<file path="config.mk">
export PLATFORM = sky130hd
export DESIGN_NAME = serial_crc_engine
export DESIGN_NICKNAME = d
export VERILOG_FILES = /design/src/rtl/crc_pkg.sv /design/src/rtl/crc_lfsr_core.sv /design/src/rtl/crc_emit_counter.sv /design/src/rtl/crc_ctrl_fsm.sv /design/src/rtl/serial_crc_engine.sv
export SDC_FILE = /design/constraint.sdc
export NUM_CORES = 1
export LEC_CHECK = 0
export BUFFER_PORTS_ARGS = -buffer_cell sky130_fd_sc_hd__buf_2
export CAP_MARGIN = 20
export CORE_MARGIN = 3
export CORE_UTILIZATION = 60
export CTS_CLUSTER_DIAMETER = 150
export CTS_CLUSTER_SIZE = 25
export DETAILED_ROUTE_END_ITERATION = 12
export GPL_TIMING_DRIVEN = 0
export PLACE_DENSITY = 0.83
export SLEW_MARGIN = 20
export SYNTH_ARGS = -nofsm -noshare
export SYNTH_HDL_FRONTEND = slang
export SYNTH_SLANG_ARGS = --single-unit
</file>
<file path="constraint.sdc">
create_clock -name clk -period 5.17 [get_ports clk]
set_clock_uncertainty 0.1 [all_clocks]
set_input_delay 1.034 -clock clk [delete_from_list [all_inputs] [get_ports clk]]
set_output_delay 1.034 -clock clk [all_outputs]
set_load 0.005 [all_outputs]
</file>
<file path="src/rtl/crc_pkg.sv">
package crc_pkg;

    typedef enum logic [1:0] {
        ST_IDLE  = 2'd0,
        ST_ACCUM = 2'd1,
        ST_EMIT  = 2'd2,
        ST_DONE  = 2'd3
    } crc_state_e;

    typedef enum logic [1:0] {
        OP_HOLD  = 2'd0,
        OP_CLEAR = 2'd1,
        OP_STEP  = 2'd2,
        OP_SHIFT = 2'd3
    } reg_op_e;

endpackage

</file>
<file path="src/rtl/crc_lfsr_core.sv">
module crc_lfsr_core
    import crc_pkg::*;
#(
    parameter int          W    = 16,
    parameter logic [W-1:0] POLY = 16'h1021
) (
    input  logic         clk,
    input  logic         rst_n,
    input  reg_op_e      op,
    input  logic         din,
    output logic [W-1:0] rem
);

    logic         fb;
    logic [W-1:0] stepped;

    assign fb = rem[W-1] ^ din;

    // Bit 0 takes the feedback only when the divisor has an X^0 term.
    generate
        if (POLY[0]) begin : g_tap0
            assign stepped[0] = fb;
        end else begin : g_notap0
            assign stepped[0] = 1'b0;
        end

        for (genvar i = 1; i < W; i++) begin : g_bit
            if (POLY[i]) begin : g_tap
                assign stepped[i] = rem[i-1] ^ fb;
            end else begin : g_plain
                assign stepped[i] = rem[i-1];
            end
        end
    endgenerate

    always_ff @(posedge clk or negedge rst_n) begin
        if (!rst_n) begin
            rem <= '0;
        end else begin
            unique case (op)
                OP_CLEAR: rem <= '0;
                OP_STEP:  rem <= stepped;
                OP_SHIFT: rem <= {rem[W-2:0], 1'b0};
                default:  rem <= rem;
            endcase
        end
    end

endmodule

</file>
<file path="src/rtl/crc_emit_counter.sv">
module crc_emit_counter #(
    parameter int W = 16
) (
    input  logic clk,
    input  logic rst_n,
    input  logic clear,
    input  logic inc,
    output logic last
);

    localparam int CW = $clog2(W + 1);

    logic [CW-1:0] cnt;

    always_ff @(posedge clk or negedge rst_n) begin
        if (!rst_n) begin
            cnt <= '0;
        end else if (clear) begin
            cnt <= '0;
        end else if (inc) begin
            cnt <= cnt + 1'b1;
        end
    end

    assign last = (cnt == CW'(W - 1));

endmodule

</file>
<file path="src/rtl/crc_ctrl_fsm.sv">
module crc_ctrl_fsm
    import crc_pkg::*;
(
    input  logic    clk,
    input  logic    rst_n,
    input  logic    start,
    input  logic    rx_mode,
    input  logic    din_valid,
    input  logic    msg_end,
    input  logic    emit_last,
    input  logic    rem_zero,
    output reg_op_e op,
    output logic    cnt_clear,
    output logic    cnt_inc,
    output logic    fcs_valid,
    output logic    result_valid,
    output logic    check_pass
);

    crc_state_e state_q, state_d;
    logic       rx_q;

    // State register and latched direction
    always_ff @(posedge clk or negedge rst_n) begin
        if (!rst_n) begin
            state_q <= ST_IDLE;
            rx_q    <= 1'b0;
        end else begin
            state_q <= state_d;
            if (start) begin
                rx_q <= rx_mode;
            end
        end
    end

    // Next state
    always_comb begin
        state_d = state_q;
        if (start) begin
            state_d = ST_ACCUM;                         // restart / go
        end else begin
            unique case (state_q)
                ST_IDLE:  state_d = ST_IDLE;
                ST_ACCUM: begin
                    if (din_valid && msg_end) begin
                        state_d = rx_q ? ST_DONE : ST_EMIT; // rx_done / tx_done
                    end
                end
                ST_EMIT: begin
                    if (emit_last) begin
                        state_d = ST_DONE;              // emitted
                    end
                end
                ST_DONE:  state_d = ST_DONE;
                default:  state_d = ST_IDLE;
            endcase
        end
    end

    // Outputs and datapath controls
    always_comb begin
        op           = OP_HOLD;
        cnt_clear    = 1'b0;
        cnt_inc      = 1'b0;
        fcs_valid    = 1'b0;
        result_valid = 1'b0;
        check_pass   = 1'b0;
        unique case (state_q)
            ST_IDLE: ;
            ST_ACCUM: begin
                if (din_valid) begin
                    op = OP_STEP;
                end
                cnt_clear = 1'b1;
            end
            ST_EMIT: begin
                op        = OP_SHIFT;
                cnt_inc   = 1'b1;
                fcs_valid = 1'b1;
            end
            ST_DONE: begin
                result_valid = 1'b1;
                check_pass   = rx_q && rem_zero;
            end
            default: ;
        endcase
        if (start) begin
            op        = OP_CLEAR;
            cnt_clear = 1'b1;
        end
    end

endmodule

</file>
<file path="src/rtl/serial_crc_engine.sv">
module serial_crc_engine
    import crc_pkg::*;
#(
    parameter int               CRC_W = 16,
    parameter logic [CRC_W-1:0] POLY  = 16'h1021
) (
    input  logic clk,
    input  logic rst_n,
    input  logic start,
    input  logic rx_mode,
    input  logic din,
    input  logic din_valid,
    input  logic msg_end,
    output logic fcs_bit,
    output logic fcs_valid,
    output logic result_valid,
    output logic check_pass
);

    reg_op_e          op;
    logic [CRC_W-1:0] rem;
    logic             cnt_clear;
    logic             cnt_inc;
    logic             emit_last;
    logic             emit_on;

    crc_lfsr_core #(.W(CRC_W), .POLY(POLY)) u_core (
        .clk   (clk),
        .rst_n (rst_n),
        .op    (op),
        .din   (din),
        .rem   (rem)
    );

    crc_emit_counter #(.W(CRC_W)) u_cnt (
        .clk   (clk),
        .rst_n (rst_n),
        .clear (cnt_clear),
        .inc   (cnt_inc),
        .last  (emit_last)
    );

    crc_ctrl_fsm u_fsm (
        .clk          (clk),
        .rst_n        (rst_n),
        .start        (start),
        .rx_mode      (rx_mode),
        .din_valid    (din_valid),
        .msg_end      (msg_end),
        .emit_last    (emit_last),
        .rem_zero     (rem == '0),
        .op           (op),
        .cnt_clear    (cnt_clear),
        .cnt_inc      (cnt_inc),
        .fcs_valid    (emit_on),
        .result_valid (result_valid),
        .check_pass   (check_pass)
    );

    assign fcs_valid = emit_on;
    assign fcs_bit   = emit_on & rem[CRC_W-1];

endmodule

</file>
# Yosys cells after proc, flatten, opt, wreduce, memory -nomap -nowiden
# Cells that the tools add are included.
[classes] add_sub_neg=1 eq_ne=9 n_reduce_logical=7 bitwise=4 muxes=16
[ops] op="one-hot mux 16 bit (3 select lines)" count=1
[ops] op="logical NOT 16 bit" count=1
[ops] op="two-way mux 2 bit" count=5
[ops] op="two-way mux 5 bit" count=2
[ops] op="equality test 2 bit (second input constant)" count=4
[ops] op="one-hot mux 2 bit (4 select lines)" count=1
[ops] op="two-way mux 1 bit" count=6
[ops] op="adder 5 x 1 -> 5 bit (second input constant)" count=1
[ops] op="equality test 5 x 4 -> 1 bit (second input constant)" count=1
[ops] op="equality test 2 x 1 -> 1 bit (second input constant)" count=2
[ops] op="one-hot mux 2 bit (2 select lines)" count=1
[ops] op="inequality test 3 x 2 -> 1 bit (second input constant)" count=1
[ops] op="inequality test 3 bit (second input constant)" count=1
[ops] op="nonzero test 3 bit" count=1
[ops] op="XOR 1 bit" count=3
[ops] op="logical AND 1 bit" count=2
[ops] op="logical NOT 2 bit" count=1
[ops] op="AND reduction 2 bit" count=1
[ops] op="nonzero test 2 bit" count=1
[ops] op="bitwise AND 1 bit" count=1
[word_totals] inputBits=7 out_inout_bits=4 elab_cells=41 reg_bits=24

# Depth between registers and ports, before layout
[logic_depth] ltp_word=5 mapped_depth=7 depth_no_buf=6

# Hierarchy
# A second synthesis with hierarchy kept.
[unflattened] hier_cells=101 area_unflattened_um2=1212.4
[modules_own_cells] mod="crc_lfsr_core" cells_per_inst=46 seq_area_each_um2=400.4 area_each_um2=638.1 instances=1
[modules_own_cells] mod="crc_emit_counter" cells_per_inst=23 seq_area_each_um2=125.1 area_each_um2=270.3 instances=1
[modules_own_cells] mod="crc_ctrl_fsm" cells_per_inst=26 seq_area_each_um2=75.1 area_each_um2=264.0 instances=1
[modules_own_cells] mod="serial_crc_engine" cells_per_inst=6 seq_area_each_um2=0.0 area_each_um2=40.0 instances=1

# Worst setup path before layout
# Ideal clock, no wire load.
[synth_timing] path_kind="register -> output" start="register u_fsm.state_q[0]" end="output port fcs_bit" n_path_buf=1 required_time_ps=4036 stages_incl_launch_ff=5 arrival_time_ps=1134 setup_slack_ps=2902 path_cell_list="dfrtp_1 > inv_1 > ha_1 > buf_4 > and2_1"
[synth_via] elab_chain_len=3
[synth_rtl] item="start: declaration" line="crc_ctrl_fsm.sv:20" source="crc_state_e state_q, state_d;"
[synth_rtl] item="start signal: assignment" line="crc_ctrl_fsm.sv:29" source="state_q <= state_d;"
[synth_rtl] item="equality test 2 bit" line="crc_ctrl_fsm.sv:68" source="unique case (state_q)"
[synth_rtl] item="two-way mux 1 bit" line="crc_ctrl_fsm.sv:68"
[synth_rtl] item="via fcs_valid" line="serial_crc_engine.sv:15" source="output logic fcs_valid,"
[synth_rtl] item="bitwise AND 1 bit" line="serial_crc_engine.sv:61" source="assign fcs_bit = emit_on & rem[CRC_W-1];"
[synth_rtl] item="end: declaration" line="serial_crc_engine.sv:14" source="output logic fcs_bit,"
# The timed path passes the listed nets, and every way through them passes these cells.

# Final worst setup path
[layout_timing] start="register u_fsm.state_q[0]" end="output port fcs_bit"
[layout_via] elab_chain_len=3
[layout_rtl] item="equality test 2 bit" line="crc_ctrl_fsm.sv:68"
[layout_rtl] item="two-way mux 1 bit" line="crc_ctrl_fsm.sv:68"
[layout_rtl] item="bitwise AND 1 bit" line="serial_crc_engine.sv:61"
# No other way between the ends.

==> out/results.ini <==
[hold_path]
whs_endpoint=u_core.rem[13]
holdPathStages=2
min_from=u_core.rem[13]
hold_path_class=reg -> reg

[sta]
slew_violations=0
finalHoldViolations=0
post-route-min-period_ps=2849
grt_setup_unrepaired=no
fmax_mhz=351.0
finalSetupViolCount=0
worst_pin_slew_ps=525.9
tns_ps=0
fin_crit_sh_pct=55.10
maxSlewHeadroom_pct=64.94

[setup_path]
slowest_delay_ps=430
r2r-end=u_fsm.state_q[0]
r2r-start=u_cnt.cnt[0]
path_class=reg -> out
cp-end-kind=output port
cp_cell_sequence=inv_1 > ha_1 > buf_4 > and2_1 > buf_2
slowest_stage=dfrtp_1
start_kind=flip-flop
r2r_cells=6
cp.required_ps=4040
r2r_slack_ps=3210
cp_max_fo=10
cp.arrival_ps=1710

[cts]
root_buffer=clkbuf_4
cts_resized=0
post_cts_buffers=0
cts_buffer_depth=2
clk-insertion-delay-late_ps=310
cts_buffers=3
path_clk_slew_ps=140
cts_max_level=1
cts_num_sinks=24
cts_tree=yes
ctsHoldBuffers=0

[routing]
drc=0
vias_per_cell=5.762
via_count=945
drt-total-wl_mm=2.411
dr.pass1.iters=4
wire_per_inst_um=14.70
drtAntennaViolNets=0
first_iter_violations=16

[cells_and_area]
n_antenna_cell=0
syn2layout_area_growth_pct=10.66
stdcell_count=164
final_common_cell=dfrtp_1
finalNetCount=153
final_cell_mix=dfrtp_1 (24), nand2_1 (15), nand2b_1 (14), buf_2 (13), o21ai_0 (8)
drive_above_1_share_pct=17.27

[job]
cap_violations=0

[yosys]
syn_inst=125
synthesis.nets=138
yosysWarnings=0
synth_area_um2=1256
synth.avg_cell_area_um2=10.05
seq_area_frac_synth_pct=47.81
synth-seq-cells=24
ys_types=35

[power_and_ir_drop]
peakVddDrop_uv=332.0
total_power_uw=533.1
power.leakage_nw=0.6194
power.density_nw_per_um2=383.5

[place]
dpl.hpwl_mm=1.750
place_congestion=0.8109
portBuffers=10
dp.cells=160

[grt]
overflow=0
grt_max_degree=25
antenna_found_initial=0
grt_pass1_vias=920
track_usage_pct=21.36
grt_pass1_wl_mm=4.209

[outcome]
outcome=finished clean

[floorplanning]
ios=11
start_util_pct=68.30
die_w_um=51.76
die_area_um2=2679
core-area_um2=1839
placementRows=15
die_h_um=51.76

==> flip-flops by register name, summed over array words and instances (netlist names) <==
register and count:
u_core.rem 16, u_cnt.cnt 5, u_fsm.state_q 2, u_fsm.rx_q 1
==> where the power goes <==
part	internal, mW	switching [mW]	leakage [nW]
logic	0.0721	0.101	0.265
clock network	0.0784	0.0571	0.0279
registers	0.207	0.0177	0.326
==> through the flow <==
| stage | setup WS [ps] | hold slack (ps) | utilization, % | instance area [um^2] |
|---|---|---|---|---|
| 2_1_floorplan | 2902 | 364.6 | - | 1256 |
| 4_1_cts | 2315 | 437.4 | 75.58 | 1390 |
| 5_1_grt | 2230 | 457.1 | 75.58 | 1390 |
| 6_report | 2321 | 430.8 | 75.58 | 1390 |
| 3_3_place_gp | 2743 | 392.8 | 72.72 | 1338 |
| 3_5_place_dp | 2673 | 406.8 | 72.72 | 1338 |
==> cells in the mapped netlist <==
cell type,count,share of area [%]
dfrtp_1,24,48
nand2_1,15,4.5
nand2b_1,14,7.0
o21ai_0,8,3.2
ha_1,6,6.0
nor3_1,5,2.0
o21ai_1,5,2.0
nor2_1,4,1.2
a31oi_1,3,1.5
buf_2,3,1.2
inv_1,3,0.90
or4_1,3,1.8
a22oi_1,2,1.2
and3_1,2,1.0
mux2_2,2,1.8
nand3_1,2,0.80
nand4_1,2,1.0
nor2b_1,2,1.0
nor4_1,2,1.0
xnor2_1,2,1.4
xor2_1,2,1.4
a2111oi_0,1,0.70
a2111oi_1,1,0.80
a211oi_1,1,0.60
a21bo_2,1,0.80
a21boi_0,1,0.60
a21oi_1,1,0.40
a311oi_4,1,2.1
and2_1,1,0.50
buf_4,1,0.60
buf_6,1,0.90
clkbuf_1,1,0.30
mux2i_1,1,0.80
nand3_2,1,0.80
o21bai_1,1,0.60
==> final cells by class <==
cell class | instances | area, um^2
Sequential cell | 24 | 600.6
Fill cell | 146 | 449.2
Clock inverter | 1 | 30.03
Multi-Input combinational cell | 92 | 606.8
Buffer | 6 | 37.54
Clock buffer | 3 | 22.52
Inverter | 3 | 11.26
Timing Repair Buffer | 10 | 50.05
Tap cell | 25 | 31.28
==> per-layer routing <==
metal | track usage, % | vias up | wire [um]
li1 | - | 467 | -
met5 | 0 | - | 0
met2 | 35.38 | 21 | 1157
met1 | 28.68 | 453 | 1138
met4 | 6.550 | 0 | 32
met3 | 3.438 | 4 | 83
==> worst max-delay path by stage <==
| stage | start | end | slack, ps |
|---|---|---|---|
| 2_1_floorplan | u_fsm.state_q[0] | fcs_bit | 2900 |
| 3_5_place_dp | u_fsm.state_q[0] | fcs_bit | 2670 |
| 4_1_cts | u_fsm.state_q[0] | fcs_bit | 2310 |
| 5_1_grt | u_fsm.state_q[0] | fcs_bit | 2230 |
| 6_report | u_fsm.state_q[0] | fcs_bit | 2320 |
| 3_3_place_gp | u_fsm.state_q[0] | fcs_bit | 2740 |
==> worst max-delay path, delay by kind of cell (launching register included) <==
family,cells,cell delay [ps]
buffers and inverters,3,460
AND/OR/NAND/NOR,1,140
adder cells (fa/ha/maj),1,380
flip-flops,1,430
==> kinds of logic after synthesis <==
logic type	Yosys count	synth area share, %
flip-flops	24	47.81
buffers and inverters	9	3.884
multiplexers	3	2.590
adder cells (fa/ha/maj)	6	5.976
AND/OR/NAND/NOR	53	22.51
AO/OA/AOI/OAI	26	14.44
XOR/XNOR	4	2.789
Note: power is estimated with default switching activity, not from simulation.
